**src/rtl/stmap_pkg.sv**
```systemverilog
`timescale 1ns/1ps
package stmap_pkg;

    typedef enum logic {
        MODE_SBS = 1'b0,
        MODE_COL = 1'b1
    } view_mode_e;

    typedef enum logic [1:0] {
        EYE_NONE  = 2'd0,
        EYE_LEFT  = 2'd1,
        EYE_RIGHT = 2'd2
    } eye_e;

endpackage

```
**src/rtl/stmap_timing.sv**
```systemverilog
`timescale 1ns/1ps
module stmap_timing #(
    parameter int H_ACTIVE = 1024,
    parameter int H_TOTAL  = 1344,
    parameter int V_ACTIVE = 768,
    parameter int V_TOTAL  = 806,
    parameter int HW       = $clog2(H_TOTAL),
    parameter int VW       = $clog2(V_TOTAL)
) (
    input  logic          clk,
    input  logic          rst_n,
    output logic [HW-1:0] h_cnt,
    output logic [VW-1:0] v_cnt,
    output logic          line_act,
    output logic          row_act,
    output logic          frame_end
);

    localparam logic [HW-1:0] H_LAST_C = HW'(H_TOTAL - 1);
    localparam logic [VW-1:0] V_LAST_C = VW'(V_TOTAL - 1);
    localparam logic [HW-1:0] H_ACT_C  = HW'(H_ACTIVE);
    localparam logic [VW-1:0] V_ACT_C  = VW'(V_ACTIVE);

    typedef struct packed {
        logic          run;
        logic [HW-1:0] h;
        logic [VW-1:0] v;
    } tim_state_t;

    tim_state_t s_d, s_q;

    always_comb begin
        s_d = s_q;
        if (!s_q.run) begin
            s_d.run = 1'b1;
        end else if (s_q.h == H_LAST_C) begin
            s_d.h = '0;
            if (s_q.v == V_LAST_C) begin
                s_d.v = '0;
            end else begin
                s_d.v = s_q.v + 1'b1;
            end
        end else begin
            s_d.h = s_q.h + 1'b1;
        end
    end

    always_ff @(posedge clk) begin
        if (!rst_n) begin
            s_q <= '0;
        end else begin
            s_q <= s_d;
        end
    end

    assign h_cnt     = s_q.h;
    assign v_cnt     = s_q.v;
    assign line_act  = s_q.run && (s_q.h < H_ACT_C);
    assign row_act   = s_q.v < V_ACT_C;
    assign frame_end = s_q.run && (s_q.h == H_LAST_C) && (s_q.v == V_LAST_C);

endmodule

```
**src/rtl/stmap_mode.sv**
```systemverilog
`timescale 1ns/1ps
module stmap_mode
    import stmap_pkg::*;
(
    input  logic       clk,
    input  logic       rst_n,
    input  logic       mode_req,
    input  logic       frame_end,
    output view_mode_e mode_act
);

    typedef struct packed {
        view_mode_e mode;
    } mode_state_t;

    mode_state_t s_d, s_q;

    always_comb begin
        s_d = s_q;
        if (frame_end) begin
            s_d.mode = mode_req ? MODE_COL : MODE_SBS;
        end
    end

    always_ff @(posedge clk) begin
        if (!rst_n) begin
            s_q.mode <= MODE_SBS;
        end else begin
            s_q <= s_d;
        end
    end

    assign mode_act = s_q.mode;

endmodule

```
**src/rtl/stmap_colsel.sv**
```systemverilog
`timescale 1ns/1ps
module stmap_colsel
    import stmap_pkg::*;
#(
    parameter int H_ACTIVE = 1024,
    parameter int HW       = 11
) (
    input  logic [HW-1:0] h_cnt,
    input  logic          active,
    input  view_mode_e    mode,
    output eye_e          eye
);

    localparam logic [HW-1:0] HALF_C = HW'(H_ACTIVE / 2);

    always_comb begin
        eye = EYE_NONE;
        if (active) begin
            if (mode == MODE_COL) begin
                // column number h_cnt+1: odd numbers have h_cnt[0]==0
                eye = h_cnt[0] ? EYE_RIGHT : EYE_LEFT;
            end else begin
                eye = (h_cnt < HALF_C) ? EYE_LEFT : EYE_RIGHT;
            end
        end
    end

endmodule

```
**src/rtl/stmap_pixout.sv**
```systemverilog
`timescale 1ns/1ps
module stmap_pixout
    import stmap_pkg::*;
#(
    parameter int PW = 16
) (
    input  logic          clk,
    input  logic          rst_n,
    input  eye_e          eye,
    input  logic [PW-1:0] left_pix,
    input  logic [PW-1:0] right_pix,
    output logic          de,
    output logic [PW-1:0] pix
);

    typedef struct packed {
        logic          de;
        logic [PW-1:0] pix;
    } out_state_t;

    out_state_t s_d, s_q;

    always_comb begin
        s_d.de  = 1'b0;
        s_d.pix = '0;
        unique case (eye)
            EYE_LEFT: begin
                s_d.de  = 1'b1;
                s_d.pix = left_pix;
            end
            EYE_RIGHT: begin
                s_d.de  = 1'b1;
                s_d.pix = right_pix;
            end
            default: begin
                s_d.de  = 1'b0;
                s_d.pix = '0;
            end
        endcase
    end

    always_ff @(posedge clk) begin
        if (!rst_n) begin
            s_q <= '0;
        end else begin
            s_q <= s_d;
        end
    end

    assign de  = s_q.de;
    assign pix = s_q.pix;

endmodule

```
**src/rtl/stereo_pix_mapper.sv**
```systemverilog
`timescale 1ns/1ps
module stereo_pix_mapper
    import stmap_pkg::*;
#(
    parameter int PW       = 16,
    parameter int H_ACTIVE = 1024,
    parameter int H_FRONT  = 24,
    parameter int H_SYNC   = 136,
    parameter int H_BACK   = 160,
    parameter int V_ACTIVE = 768,
    parameter int V_FRONT  = 3,
    parameter int V_SYNC   = 6,
    parameter int V_BACK   = 29
) (
    input  logic          clk,
    input  logic          rst_n,
    input  logic          mode_3d_i,
    input  logic [PW-1:0] left_pix_i,
    input  logic [PW-1:0] right_pix_i,
    output logic          left_rd_o,
    output logic          right_rd_o,
    output logic          de_o,
    output logic [PW-1:0] pix_o
);

    localparam int H_TOTAL = H_ACTIVE + H_FRONT + H_SYNC + H_BACK;
    localparam int V_TOTAL = V_ACTIVE + V_FRONT + V_SYNC + V_BACK;
    localparam int HW      = $clog2(H_TOTAL);
    localparam int VW      = $clog2(V_TOTAL);

    logic [HW-1:0] h_cnt_w;
    logic [VW-1:0] v_cnt_w;
    logic          line_act_w;
    logic          row_act_w;
    logic          frame_end_w;
    logic          active_w;
    view_mode_e    mode_w;
    eye_e          eye_w;

    stmap_timing #(
        .H_ACTIVE (H_ACTIVE),
        .H_TOTAL  (H_TOTAL),
        .V_ACTIVE (V_ACTIVE),
        .V_TOTAL  (V_TOTAL),
        .HW       (HW),
        .VW       (VW)
    ) u_tim (
        .clk       (clk),
        .rst_n     (rst_n),
        .h_cnt     (h_cnt_w),
        .v_cnt     (v_cnt_w),
        .line_act  (line_act_w),
        .row_act   (row_act_w),
        .frame_end (frame_end_w)
    );

    assign active_w = line_act_w & row_act_w;

    stmap_mode u_mode (
        .clk       (clk),
        .rst_n     (rst_n),
        .mode_req  (mode_3d_i),
        .frame_end (frame_end_w),
        .mode_act  (mode_w)
    );

    stmap_colsel #(
        .H_ACTIVE (H_ACTIVE),
        .HW       (HW)
    ) u_sel (
        .h_cnt  (h_cnt_w),
        .active (active_w),
        .mode   (mode_w),
        .eye    (eye_w)
    );

    assign left_rd_o  = (eye_w == EYE_LEFT);
    assign right_rd_o = (eye_w == EYE_RIGHT);

    stmap_pixout #(
        .PW (PW)
    ) u_out (
        .clk       (clk),
        .rst_n     (rst_n),
        .eye       (eye_w),
        .left_pix  (left_pix_i),
        .right_pix (right_pix_i),
        .de        (de_o),
        .pix       (pix_o)
    );

endmodule

```
**config.mk**
```make
export PLATFORM = sky130hd
export DESIGN_NAME = stereo_pix_mapper
export DESIGN_NICKNAME = d
export VERILOG_FILES = /design/src/rtl/stmap_pkg.sv /design/src/rtl/stmap_timing.sv /design/src/rtl/stmap_mode.sv /design/src/rtl/stmap_colsel.sv /design/src/rtl/stmap_pixout.sv /design/src/rtl/stereo_pix_mapper.sv
export SDC_FILE = /design/constraint.sdc
export NUM_CORES = 1
export LEC_CHECK = 0
export ABC_AREA = 0
export BUFFER_PORTS_ARGS = -buffer_cell sky130_fd_sc_hd__clkbuf_2
export CORE_MARGIN = 2
export CORE_UTILIZATION = 50
export CTS_CLUSTER_SIZE = 14
export DETAILED_ROUTE_END_ITERATION = 12
export GPL_TIMING_DRIVEN = 0
export PLACE_DENSITY = 0.83
export SYNTH_ARGS = -nofsm -noshare
export SYNTH_HDL_FRONTEND = slang
export SYNTH_SLANG_ARGS = --single-unit
```
**constraint.sdc**
```tcl
create_clock -name clk -period 2.6 [get_ports clk]
set_input_delay 0.65 -clock clk [delete_from_list [all_inputs] [get_ports clk]]
set_output_delay 0.65 -clock clk [all_outputs]
set_load 0.1 [all_outputs]
```
==> results.sh <==
export IMPL_rrSetupSlack_ns=0.37
export IMPL_yosys_area_share_simple_pct=25.6
export IMPL_syn_area_sq_um=1750
export IMPL_cp_data_arrival_time_ns=1.84
export IMPL_pwr_share_clk_pct=28.9
export IMPL_antenna_cells=0
export IMPL_layout_nets=300
export IMPL_synth_top_family_by_area="simple AND/OR/NAND/NOR gates"
export IMPL_worstSkewPairLatency_ns=0.35
export IMPL_setup_violations=0
export IMPL_synth_area_mux_share_pct=0
export IMPL_yosys_area_share_adder_pct=3.57
export IMPL_dpl_hpwl_mm=2.85
export IMPL_cts_buffer_depth=2
export IMPL_p_per_area_nw_per_um2=502
export IMPL_root_buffer="clkbuf_4"
export IMPL_fin_tns_setup_ns=0
export IMPL_cts_buffers=5
export IMPL_ys_types=36
export IMPL_hp_class="primary input to flop"
export IMPL_power_switching_uw=311
export IMPL_switching_share_pct=28.8
export IMPL_relSlewSlack_pct=62.8
export IMPL_die_w_um=63.2
export IMPL_htree_levels=2
export IMPL_min_from="rst_n"
export IMPL_leakage_uw=0.000908
export IMPL_fmax_mhz=401
export IMPL_hold_depth=1
export IMPL_synth_cells=200
export IMPL_core_area_sq_um=3360
export IMPL_p_comb_share_pct=12.9
export IMPL_maxSlewViolCount=0
export IMPL_reg2reg_from="u_tim.v_cnt[8]"
export IMPL_clock_skew_ns=0.00966
export IMPL_synth_compound_area_share_pct=15.8
export IMPL_overflow=0
export IMPL_ir_drop_v=0.000349
export IMPL_fin_crit_sh_pct=95.9
export IMPL_drc_errors=0
export IMPL_grt_max_degree=14
export IMPL_vias=1645
export IMPL_drt_initial_drc_count=84
export IMPL_dieArea_sq_um=4000
export IMPL_fin_util_pct=63.7
export IMPL_start_kind="flop"
export IMPL_tightest_slew_ns=0.551
export IMPL_crit_path_max_fanout=4
export IMPL_p_seq_share_pct=58.3
export IMPL_synth_xor_area_share_pct=5.49
export IMPL_grt_use_total_pct=21.0
export IMPL_yosysSeqAreaShare_pct=45.6
export IMPL_drive_gt1_share_pct=25.7
export IMPL_viasPerCell=5.36
export IMPL_power_total_uw=1080
export IMPL_first_global_vias=1496
export IMPL_dpl_cell_area_sq_um=2080
export IMPL_ys_seq_elements=40
export IMPL_maxCapViolations=0
export IMPL_timing_rr_end="u_out.pix[7]"
export IMPL_first_pass_iters=4
export IMPL_cts_hold_buf=0
export IMPL_antenna_found_initial=0
export IMPL_rr_worst_depth=8
export IMPL_start_util_pct=52.2
export IMPL_gp_congestion=0.875
export IMPL_ant_nets=0
export IMPL_die_y_um=63.2
export IMPL_synth_nets=240
export IMPL_grt_pass1_wl_mm=6.53
export IMPL_postSynthAreaPerCell_sq_um=8.77
export IMPL_cts_clk_slew_worst_paths_ns=0.12
export IMPL_cp_startpoint="u_tim.v_cnt[8]"
export IMPL_place_port_buffers=53
export IMPL_cts_sinks=40
export IMPL_wl_per_cell_um=12.7
export IMPL_min_to="u_tim.s_q[21]"
export IMPL_ios=54
export IMPL_endpoint_kind="primary output"
export IMPL_whs_ns=0.404
export IMPL_fin_crit_ns=2.49
export IMPL_fp_row_count=21
export IMPL_internal_power_uw=766
export IMPL_status="completed"
export IMPL_worstPathRequired_ns=1.95
export IMPL_syn2layout_area_growth_pct=22.2
export IMPL_finalHoldViolations=0
export IMPL_yosys_warnings=0
export IMPL_critPathKind="flop to primary output"
export IMPL_finalInstanceArea_sq_um=2140
export IMPL_cts_tree="built"
export IMPL_wirelength_mm=3.91
==> registers in the layout, indices dropped and copies added, names as in the netlist <==
name / cells
u_tim.v_cnt: 10
u_tim.h_cnt: 11
u_out.de: 1
u_tim.s_q: 1
u_mode.mode_act: 1
u_out.pix: 16
==> kinds of logic (layout without fill, tap and decap cells) <==
group,Yosys count,count (layout)
xor+xnor,11,11
flops,40,40
compound gates,41,41
simple gates,86,86
buf+inv,17,78
fa+ha+maj,5,5
==> cell usage in the layout, fill, tap and decap left out, types with 2 or more instances in the layout <==
master and instances:
clkbuf_2 51, dfxtp_1 40, nor2_1 27, nand2_1 16
a22oi_1 16, nand3_1 9, o21ai_0 8, inv_1 7
nand4_1 7, clkbuf_1 7, clkbuf_4 7, xnor2_1 6
a21oi_1 5, xor2_1 5, ha_1 5, and3_1 4
or3_1 4, nand2b_1 4, buf_2 3, and4_1 3
nor3_1 3, and2_1 2, o31ai_1 2, o211ai_1 2
clkinv_2 2
==> layout make-up <==
cell class              count  area, sq um
plain buffers              10         41.3
clock buffers               5         37.5
clock inverters             3         18.8
fillers                   333         1220
inverters                   7         26.3
multi-input cells         143          891
flip-flops and latches     40          801
well taps                  46         57.6
repair buffers             53          270
==> power by group through the flow <==
stage | Sequential [uW] | Clock [uW] | Combinational (uW)
2_1_floorplan | 696 | 0 | 40.7
3_3_place_gp | 641 | 0 | 135
3_5_place_dp | 642 | 0 | 137
4_1_cts | 628 | 319 | 138
5_1_grt | 630 | 355 | 148
6_report | 628 | 311 | 138
==> repair_timing <==
action | 4_1_cts | 5_1_grt
setup endpoints to repair | 2 | 2
pin swaps | 0 | 0
setup buffers | 0 | 0
endpoints found under the hold margin | 0 | 0
gates resized for setup | 2 | 1
==> layer usage <==
layer  track usage [%]  part of all wire, %  routed length [um]  up-vias
li1                  -                    -                   -      829
met1              24.4                   42                1660      762
met2              34.6                   50                1970       43
met3              8.04                  4.7                 185       11
met4              8.70                  2.5                  99        0
met5                 0                    0                   0        -
==> cell usage after synthesis <==
cell | count | area [sq um]
o21a_1 | 1 | 7.51
o22ai_1 | 1 | 6.26
nand2b_1 | 4 | 25.0
nor4bb_1 | 1 | 10.0
nor4b_4 | 1 | 23.8
nand3b_1 | 1 | 7.51
ha_1 | 5 | 62.6
nor2_1 | 27 | 101
or3_1 | 4 | 25.0
nand4_1 | 7 | 43.8
a41oi_1 | 1 | 8.76
and4_1 | 3 | 26.3
a21oi_1 | 5 | 25.0
buf_2 | 3 | 15.0
xor2_1 | 5 | 43.8
a2111oi_0 | 1 | 8.76
nor3b_1 | 2 | 15.0
nor3_1 | 3 | 15.0
a31oi_1 | 1 | 6.26
a311oi_1 | 1 | 8.76
o211ai_1 | 2 | 15.0
o31ai_1 | 2 | 15.0
inv_1 | 7 | 26.3
clkbuf_1 | 7 | 26.3
and2_1 | 2 | 12.5
o21ai_0 | 8 | 40.0
and3_1 | 4 | 25.0
a22oi_1 | 16 | 120
o41ai_1 | 1 | 8.76
or4_1 | 1 | 7.51
nand3_1 | 9 | 45.0
a21o_1 | 1 | 7.51
xnor2_1 | 6 | 52.6
or2_2 | 1 | 6.26
dfxtp_1 | 40 | 801
nand2_1 | 16 | 60.1
==> how the worst max path moves through the flow <==
stage	end
global placement	left_rd_o
floorplan	u_out.pix[10]
detailed placement	left_rd_o
global route	right_rd_o
finish	left_rd_o
CTS	left_rd_o
==> per-stage QoR <==
stage	instances	worst slack [ns]
3_3_place_gp	299	0.415
4_1_cts	307	0.0500
6_report	307	0.107
3_5_place_dp	299	0.330
5_1_grt	307	-0.0447
2_1_floorplan	200	0.123
==> critical path, stage by stage, from the launching register on <==
cell	delay, ns
dfxtp_1	0.36
and2_1	0.20
nor3b_2	0.26
nand2_1	0.12
inv_1	0.07
ha_1	0.16
clkbuf_4	0.33
Power figures use the tool's default switching activity.
